### src/rtl/spi_reg_pkg.sv
package spi_reg_pkg;

  // Strobes from the sequencing control to the datapath, all single-cycle.
  typedef struct packed {
    logic csIdle;     // chip select (synchronized) is high
    logic sampleBit;  // qualified rising serial clock edge
    logic cmdDone;    // last bit of the command byte sampled
    logic byteStart;  // first bit of a data byte sampled
    logic byteDone;   // last bit of a data byte sampled
    logic peekHead;   // falling edge before a data byte: present MSB
    logic shiftOut;   // falling edge inside a data byte: next bit
  } ctlStrobe_t;

endpackage

### src/rtl/spi_reg_ctrl.sv
module spi_reg_ctrl
  import spi_reg_pkg::*;
#(
  parameter int SYNC_STAGES = 2,
  parameter int BYTE_BITS   = 8
) (
  input  logic       clk,
  input  logic       rstN,
  input  logic       csN,
  input  logic       sclk,
  input  logic       mosi,
  output logic       mosiS,
  output ctlStrobe_t strb
);

  localparam int CNT_W = $clog2(BYTE_BITS);
  localparam logic [CNT_W-1:0] LAST_BIT = CNT_W'(BYTE_BITS - 1);

  typedef enum logic {PH_CMD, PH_DATA} phase_t;

  logic [SYNC_STAGES-1:0] csPipe, sclkPipe, mosiPipe;
  logic csS, sclkS, sclkPrev;
  logic riseEdge, fallEdge;
  logic [CNT_W-1:0] bitCnt;
  phase_t phase;

  // Equal-depth synchronizers keep data aligned with the clock edges.
  always_ff @(posedge clk or negedge rstN) begin
    if (!rstN) begin
      csPipe   <= '1;
      sclkPipe <= '0;
      mosiPipe <= '0;
      sclkPrev <= 1'b0;
    end else begin
      csPipe   <= {csPipe[SYNC_STAGES-2:0], csN};
      sclkPipe <= {sclkPipe[SYNC_STAGES-2:0], sclk};
      mosiPipe <= {mosiPipe[SYNC_STAGES-2:0], mosi};
      sclkPrev <= sclkPipe[SYNC_STAGES-1];
    end
  end

  assign csS   = csPipe[SYNC_STAGES-1];
  assign sclkS = sclkPipe[SYNC_STAGES-1];
  assign mosiS = mosiPipe[SYNC_STAGES-1];

  assign riseEdge = !csS && sclkS && !sclkPrev;
  assign fallEdge = !csS && !sclkS && sclkPrev;

  always_ff @(posedge clk or negedge rstN) begin
    if (!rstN) begin
      bitCnt <= '0;
      phase  <= PH_CMD;
    end else if (csS) begin
      bitCnt <= '0;
      phase  <= PH_CMD;
    end else if (riseEdge) begin
      if (bitCnt == LAST_BIT) begin
        bitCnt <= '0;
        phase  <= PH_DATA;
      end else begin
        bitCnt <= bitCnt + 1'b1;
      end
    end
  end

  always_comb begin
    strb.csIdle    = csS;
    strb.sampleBit = riseEdge;
    strb.cmdDone   = riseEdge && (phase == PH_CMD)  && (bitCnt == LAST_BIT);
    strb.byteStart = riseEdge && (phase == PH_DATA) && (bitCnt == '0);
    strb.byteDone  = riseEdge && (phase == PH_DATA) && (bitCnt == LAST_BIT);
    strb.peekHead  = fallEdge && (phase == PH_DATA) && (bitCnt == '0);
    strb.shiftOut  = fallEdge && (phase == PH_DATA) && (bitCnt != '0);
  end

  // a high chip select leaves the sequencer at the start of a command.
  assert_count_clear_R7: assert property (@(posedge clk) disable iff (!rstN)
    csS |=> (bitCnt == '0 && phase == PH_CMD));

  // the command byte ends after exactly one full byte of rising edges.
  assert_enter_data_R1: assert property (@(posedge clk) disable iff (!rstN)
    (riseEdge && phase == PH_CMD && bitCnt == LAST_BIT) |=> (phase == PH_DATA && bitCnt == '0));

  // a falling edge never both presents a head bit and shifts.
  assert_fall_single_R4: assert property (@(posedge clk) disable iff (!rstN)
    $countones({strb.peekHead, strb.shiftOut, strb.sampleBit}) <= 1);

endmodule

### src/rtl/spi_reg_dp.sv
module spi_reg_dp
  import spi_reg_pkg::*;
#(
  parameter int ADDR_W   = 4,
  parameter int CHAN_W   = 2,
  parameter int DATA_W   = 8,
  parameter int NUM_CHAN = 2
) (
  input  logic              clk,
  input  logic              rstN,
  input  ctlStrobe_t        strb,
  input  logic              mosiS,
  input  logic [DATA_W-1:0] regRData,
  output logic              miso,
  output logic              regRd,
  output logic              regWr,
  output logic [ADDR_W-1:0] regAddr,
  output logic [CHAN_W-1:0] regChan,
  output logic [DATA_W-1:0] regWData
);

  // Command layout: [DATA_W-1] direction, then index, then channel, then spare.
  localparam int ADDR_HI = DATA_W - 2;
  localparam int CHAN_HI = ADDR_HI - ADDR_W;

  logic [DATA_W-2:0] inShift;
  logic [DATA_W-1:0] fullByte;
  logic [DATA_W-1:0] outShift;
  logic              cmdRw;
  logic [ADDR_W-1:0] cmdAddr;
  logic [CHAN_W-1:0] cmdChan;
  logic              chanOk;
  logic              rdActive;
  logic              misoQ;
  logic              regWrQ;
  logic [DATA_W-1:0] regWDataQ;

  assign fullByte = {inShift, mosiS};
  assign chanOk   = cmdChan < CHAN_W'(NUM_CHAN);
  assign rdActive = cmdRw && chanOk;

  always_ff @(posedge clk or negedge rstN) begin
    if (!rstN) begin
      inShift <= '0;
    end else if (strb.sampleBit) begin
      inShift <= fullByte[DATA_W-2:0];
    end
  end

  always_ff @(posedge clk or negedge rstN) begin
    if (!rstN) begin
      cmdRw   <= 1'b0;
      cmdAddr <= '0;
      cmdChan <= '0;
    end else if (strb.cmdDone) begin
      cmdRw   <= fullByte[DATA_W-1];
      cmdAddr <= fullByte[ADDR_HI -: ADDR_W];
      cmdChan <= fullByte[CHAN_HI -: CHAN_W];
    end
  end

  always_ff @(posedge clk or negedge rstN) begin
    if (!rstN) begin
      regWrQ    <= 1'b0;
      regWDataQ <= '0;
    end else begin
      regWrQ <= strb.byteDone && !cmdRw && chanOk;
      if (strb.byteDone) regWDataQ <= fullByte;
    end
  end

  // Read pop happens when the host clocks the byte's first bit.
  assign regRd = strb.byteStart && rdActive;

  always_ff @(posedge clk or negedge rstN) begin
    if (!rstN) begin
      outShift <= '0;
      misoQ    <= 1'b0;
    end else if (strb.csIdle) begin
      outShift <= '0;
      misoQ    <= 1'b0;
    end else begin
      if (regRd) begin
        outShift <= {regRData[DATA_W-2:0], 1'b0};
      end else if (strb.shiftOut) begin
        outShift <= {outShift[DATA_W-2:0], 1'b0};
      end
      if (strb.peekHead) begin
        misoQ <= rdActive ? regRData[DATA_W-1] : 1'b0;
      end else if (strb.shiftOut) begin
        misoQ <= outShift[DATA_W-1];
      end
    end
  end

  assign miso     = misoQ;
  assign regWr    = regWrQ;
  assign regWData = regWDataQ;
  assign regAddr  = cmdAddr;
  assign regChan  = cmdChan;

  assert_wr_pulse_R2: assert property (@(posedge clk) disable iff (!rstN)
    regWr |=> !regWr);

  assert_rd_pulse_R5: assert property (@(posedge clk) disable iff (!rstN)
    regRd |=> !regRd);

  assert_target_held_R3: assert property (@(posedge clk) disable iff (!rstN)
    !strb.cmdDone |=> ($stable(regAddr) && $stable(regChan)));

  assert_wr_reserved_R6: assert property (@(posedge clk) disable iff (!rstN)
    regWr |-> (regChan < CHAN_W'(NUM_CHAN)));

  assert_rd_reserved_R6: assert property (@(posedge clk) disable iff (!rstN)
    regRd |-> (regChan < CHAN_W'(NUM_CHAN)));

  assert_miso_idle_R9: assert property (@(posedge clk) disable iff (!rstN)
    strb.csIdle |=> !miso);

endmodule

### src/rtl/spi_reg_slave.sv
module spi_reg_slave #(
  parameter int ADDR_W      = 4,
  parameter int CHAN_W      = 2,
  parameter int DATA_W      = 8,
  parameter int NUM_CHAN    = 2,
  parameter int SYNC_STAGES = 2
) (
  input  logic              clk,
  input  logic              rstN,
  input  logic              csN,
  input  logic              sclk,
  input  logic              mosi,
  output logic              miso,
  output logic              regRd,
  output logic              regWr,
  output logic [ADDR_W-1:0] regAddr,
  output logic [CHAN_W-1:0] regChan,
  output logic [DATA_W-1:0] regWData,
  input  logic [DATA_W-1:0] regRData
);

  spi_reg_pkg::ctlStrobe_t strb;
  logic mosiS;

  spi_reg_ctrl #(
    .SYNC_STAGES(SYNC_STAGES),
    .BYTE_BITS  (DATA_W)
  ) i_ctrl (
    .clk  (clk),
    .rstN (rstN),
    .csN  (csN),
    .sclk (sclk),
    .mosi (mosi),
    .mosiS(mosiS),
    .strb (strb)
  );

  spi_reg_dp #(
    .ADDR_W  (ADDR_W),
    .CHAN_W  (CHAN_W),
    .DATA_W  (DATA_W),
    .NUM_CHAN(NUM_CHAN)
  ) i_dp (
    .clk     (clk),
    .rstN    (rstN),
    .strb    (strb),
    .mosiS   (mosiS),
    .regRData(regRData),
    .miso    (miso),
    .regRd   (regRd),
    .regWr   (regWr),
    .regAddr (regAddr),
    .regChan (regChan),
    .regWData(regWData)
  );

endmodule

### config.mk
export PLATFORM = sky130hd
export DESIGN_NAME = spi_reg_slave
export DESIGN_NICKNAME = d
export VERILOG_FILES = /design/src/rtl/spi_reg_pkg.sv /design/src/rtl/spi_reg_ctrl.sv /design/src/rtl/spi_reg_dp.sv /design/src/rtl/spi_reg_slave.sv
export SDC_FILE = /design/constraint.sdc
export NUM_CORES = 1
export LEC_CHECK = 0
export BUFFER_PORTS_ARGS = -buffer_cell sky130_fd_sc_hd__buf_4
export CAP_MARGIN = 5
export CELL_PAD_IN_SITES_DETAIL_PLACEMENT = 2
export CELL_PAD_IN_SITES_GLOBAL_PLACEMENT = 2
export CORE_ASPECT_RATIO = 0.5
export CORE_MARGIN = 4
export CORE_UTILIZATION = 39
export CTS_CLUSTER_SIZE = 12
export DETAILED_ROUTE_END_ITERATION = 7
export GPL_TIMING_DRIVEN = 0
export HOLD_SLACK_MARGIN = 0.08
export PLACE_DENSITY_LB_ADDON = 0.1
export SYNTH_ARGS = -nofsm -noshare
export SYNTH_HDL_FRONTEND = slang
export SYNTH_SLANG_ARGS = --single-unit
### constraint.sdc
create_clock -name clk -period 2.9 [get_ports clk]
set_input_delay 0.725 -clock clk [delete_from_list [all_inputs] [get_ports clk]]
set_output_delay 0.725 -clock clk [all_outputs]
set_load 0.03 [all_outputs]
Yosys cells after proc, flatten, opt, wreduce, memory -nomap -nowiden
Index checks and enable logic that the tools add are counted.
{"block": "totals", "output_inout_bits": 17, "register_bits": 43, "elab_cells": 58, "in_bits": 13}
{"block": "classes", "n_eq_ne": 1, "reduce_logical": 27, "n_mux": 13, "bitwise": 1, "add_sub_neg": 1, "magnitude_cmp": 1}
{"operator": "8-bit 2-to-1 mux", "n": 3}
{"operator": "1-bit logical AND", "n": 16}
{"operator": "3-bit 2-to-1 mux", "n": 3}
{"operator": "3-bit nonzero test", "n": 3}
{"operator": "1-bit 2-to-1 mux", "n": 7}
{"operator": "1-bit logical NOT", "n": 4}
{"operator": "2-bit nonzero test", "n": 2}
{"operator": "3-bit by 1-bit adder with 3-bit output, second input constant", "n": 1}
{"operator": "3-bit == test, second input constant", "n": 1}
{"operator": "3-bit logical NOT", "n": 1}
{"operator": "2-bit less-than comparator, second input constant", "n": 1}
{"operator": "2-bit AND reduction", "n": 1}
{"operator": "1-bit inverter", "n": 1}

Depth between registers and ports, before layout
{"block": "depth", "ltp_word": 8, "depth_mapped": 6, "mapped_depth_nobuf": 5}

Modules after synthesis
A second synthesis with hierarchy kept.
{"block": "unflattened", "cells_unflattened": 128, "hier_area_um2": 1806.7}
{"mod": "spi_reg_dp", "area_per_inst_um2": 1342.5, "cells_each": 87, "seq_area_each_um2": 775.7, "n_inst": 1}
{"mod": "spi_reg_ctrl", "area_per_inst_um2": 464.2, "cells_each": 41, "seq_area_each_um2": 277.8, "n_inst": 1}

Worst setup path after synthesis
No wires, ideal clock.
{"block": "synth_timing", "path_kind": "reg2out", "start": "register i_ctrl.bitCnt[0]", "end": "output regRd", "required_time_ps": 2175, "arrival_ps": 1240, "path_slack_ps": 935, "path_stages_with_launch": 6, "n_path_buf": 0, "cell_sequence": "dfrtp_1 inv_1 ha_1 and4bb_2 nand3_2 inv_1"}
{"block": "synth_between", "elab_chain_len": 3}
{"element": "from (decl)", "line": "spi_reg_ctrl.sv:24", "source": "logic [CNT_W-1:0] bitCnt;"}
{"element": "from (signal assigned)", "line": "spi_reg_ctrl.sv:61", "source": "bitCnt <= bitCnt + 1'b1;"}
{"element": "3-bit logical NOT", "line": "spi_reg_ctrl.sv:70", "source": "strb.byteStart = riseEdge && (phase == PH_DATA) && (bitCnt == '0);"}
{"element": "1-bit logical AND", "line": "spi_reg_ctrl.sv:70"}
{"element": "1-bit logical AND", "line": "spi_reg_dp.sv:73", "source": "assign regRd = strb.byteStart && rdActive;"}
{"element": "to (decl)", "line": "spi_reg_slave.sv:14", "source": "output logic regRd,"}
Every way passes these cells.

Worst setup path in the final report
Same ends and word-level chain as after synthesis.

==> results.cfg <==
[outcome]
status = completed

[sta]
worst_slack_ps = 387
max_freq_mhz = 398
finalClockSkew_ps = 5.99
rsz0062_at_grt = false
tightest_slew_ps = 544
finalHoldViolations = 0
finalSetupViolations = 0
slew_violations = 0
min_period_over_period_pct = 86.7
period_minus_slack_ps = 2510
tns_ps = 0
slew_headroom_pct = 63.7

[synthesis]
yosysTopAreaCellShare_pct = 57.6
syn_area_per_cell_sq_um = 12.2
synthDistinctLibCells = 28
synthArstFlopShare_pct = 100
yosysTopAreaCell = dfrtp_1
yosys_most_used_dff = dfrtp_1
synthesis.instances = 142
syn-cell-area_sq_mm = 0.00174
synth_warnings = 0
syn_nets = 158
synth.area.top_cells = dfrtp_1 58%, mux2_2 10%, nand2_1 4.5%
yosys-top-cells-count = 40 x dfrtp_1, 21 x nand2_1, 16 x mux2_2
ys_seq_elements = 42
synth_enable_flop_cells = 0
yosysSeqAreaShare_pct = 60.6
synth_most_common_cell = dfrtp_1

[global_routing]
grtUsageMet2_pct = 26.9
grt_pass1_vias = 1447
grt_overflow = 0
grt_max_degree = 43
use_met1_pct = 21.1
antenna_found_initial = 0
grt_pass1_wl_um = 7250
grt_usage_pct = 16.3
busiest_layer = met2
use_met3_pct = 5.15

[floorplanning]
dieWidth_um = 102
fp.coreArea_sq_mm = 0.00410
dieArea_sq_mm = 0.00566
rows = 16
ios = 30
die_height_um = 55.2
initial_core_util_pct = 42.4

[clock_tree]
clockBufferDepth = 2
postCtsSetupBuffers = 0
cts_sinks = 42
cts.clk_slew.worst_paths_ps = 80
clock-root-buffer = clkbuf_8
cts_resized = 0
cts_buffers = 5
h-tree-depth = 2
cts_tree = yes
postCtsHoldBufs = 0
clk_latency_ps = 290

[placement]
detailed_place_hpwl_um = 3060
dp_cells = 225
place_area_sq_mm = 0.00202
globalplace.congestion = 0.796
pre_cts_ws_ps = 709
io_buffers = 29

[critical_path]
worstSetupPathType = flip-flop to output port
endpoint = regRd
start_kind = flip-flop
worstRegToRegCells = 4
worst_path_most_repeated_cell = inv_1
worst_setup_path_end_kind = output port
critPathArrivalTime_ps = 1790
r2r_end = i_dp.regChan[1]
r2r-start = i_ctrl.sclkPrev
cp_max_fo = 8
cp.required_ps = 2170
cpPeakStageDelay_ps = 420
path_cells = inv_1 > ha_1 > and4bb_2 > nand3_2 > inv_1 > buf_4
crit_start = i_ctrl.bitCnt[0]
critPathSlowestCell = dfrtp_1
r2r_slack_ps = 1110

[power_and_ir_drop]
leakagePower_nw = 1.04
finalPower_mw = 1.07
power.density_mw_per_mm2 = 509
ir_drop_mv = 0.266

[cells_and_area]
final-seq-area_sq_mm = 0.00105
antennaDiodeCount = 0
layout-drive-gt1-share_pct = 34.3
fillers = 419
multi_input_area_sq_um = 647
postLayoutCellArea_sq_mm = 0.00210
nets = 194
stdcell_count = 232
syn_to_final_growth_pct = 20.9

[drt]
ant_nets = 0
via_per_inst = 5.41
drt-total-wl_um = 4310
first_pass_iters = 4
drc_errors = 0
num_vias = 1254
routedWlPerCell_um = 18.6
drtIter0Drc = 21

[flow_run]
max-cap-violations = 0

[hold_path]
hp-class = flip-flop to flip-flop
-- flip-flops by register name, indices dropped and copies added (netlist names) --
name,count
i_ctrl.bitCnt,3
i_ctrl.csPipe,2
i_ctrl.mosiPipe,2
i_ctrl.phase,1
i_ctrl.sclkPipe,2
i_ctrl.sclkPrev,1
i_dp.cmdRw,1
i_dp.inShift,7
i_dp.miso,1
i_dp.outShift,7
i_dp.regAddr,4
i_dp.regChan,2
i_dp.regWData,8
i_dp.regWr,1
-- area by class of cell --
type | count | share of cell area (%)
clock buffer | 5 | 3.27
inverter | 4 | 0.714
timing repair buffer | 29 | 10.4
buffer | 5 | 1.13
sequential | 42 | 50.1
multi-input combinational | 91 | 30.8
clock inverter | 2 | 0.476
tap | 54 | 3.21
-- how the worst min path moves through the flow --
| stage | start | to | slack, ps | depth (start not counted) |
|---|---|---|---|---|
| after floorplan | i_ctrl.mosiPipe[0] | i_ctrl.mosiPipe[1] | 330 | 0 |
| after global placement | i_ctrl.mosiPipe[0] | i_ctrl.mosiPipe[1] | 330 | 0 |
| after detailed placement | i_ctrl.mosiPipe[0] | i_ctrl.mosiPipe[1] | 340 | 0 |
| after CTS | i_ctrl.mosiPipe[0] | i_ctrl.mosiPipe[1] | 360 | 0 |
| after global routing | i_ctrl.sclkPipe[0] | i_ctrl.sclkPipe[1] | 360 | 0 |
| final | i_ctrl.mosiPipe[0] | i_ctrl.mosiPipe[1] | 350 | 0 |
-- worst max-delay path, delay by kind of cell, from the launching register on --
| kind | cells | cell delay, ps |
|---|---|---|
| and+or+nand+nor | 2 | 520 |
| DFF | 1 | 420 |
| buffers and inverters | 3 | 340 |
| adders and majority gates | 1 | 210 |
-- report_power, final --
part | internal [mW] | switching [mW]
sequential | 0.614 | 0.0276
clock | 0.162 | 0.193
combinational | 0.0279 | 0.0449
total | 0.804 | 0.266
-- cell families (layout without fill, tap and decap cells) --
kind of cell             count (synthesis)  after routing  synth area share [%]
multiplexers                            19             19                  12.1
flip-flops                              42             42                  60.6
AO/OA/AOI/OAI                           15             15                  5.83
adder cells (fa/ha/maj)                  3              3                  2.16
buffers and inverters                    9             45                  2.23
AND/OR/NAND/NOR                         54             54                  17.1
-- layer usage --
layer	vias up	routed length (um)
met3	4	158
met5	-	0
li1	572	-
met1	649	1970
met2	29	2140
met4	0	33
-- per-stage QoR --
stage	hold WS [ps]	utilization, %
floorplan	331	-
global placement	333	49.3
detailed placement	337	49.3
CTS	355	51.2
global route	359	51.2
finish	352	51.2
-- cell usage in the layout (no fill, tap or decap), types with 3 or more instances in the layout --
cell type  count
ha_1           3
inv_1          4
o21ai_0        6
mux2_2        16
nor2_1         6
dfrtp_1       40
buf_4         30
nand3_1        6
a311oi_1       6
mux2i_1        3
nand2_1       21
clkbuf_8       5
nor4_1         6
clkbuf_1       3
Power figures use the tool's default switching activity.
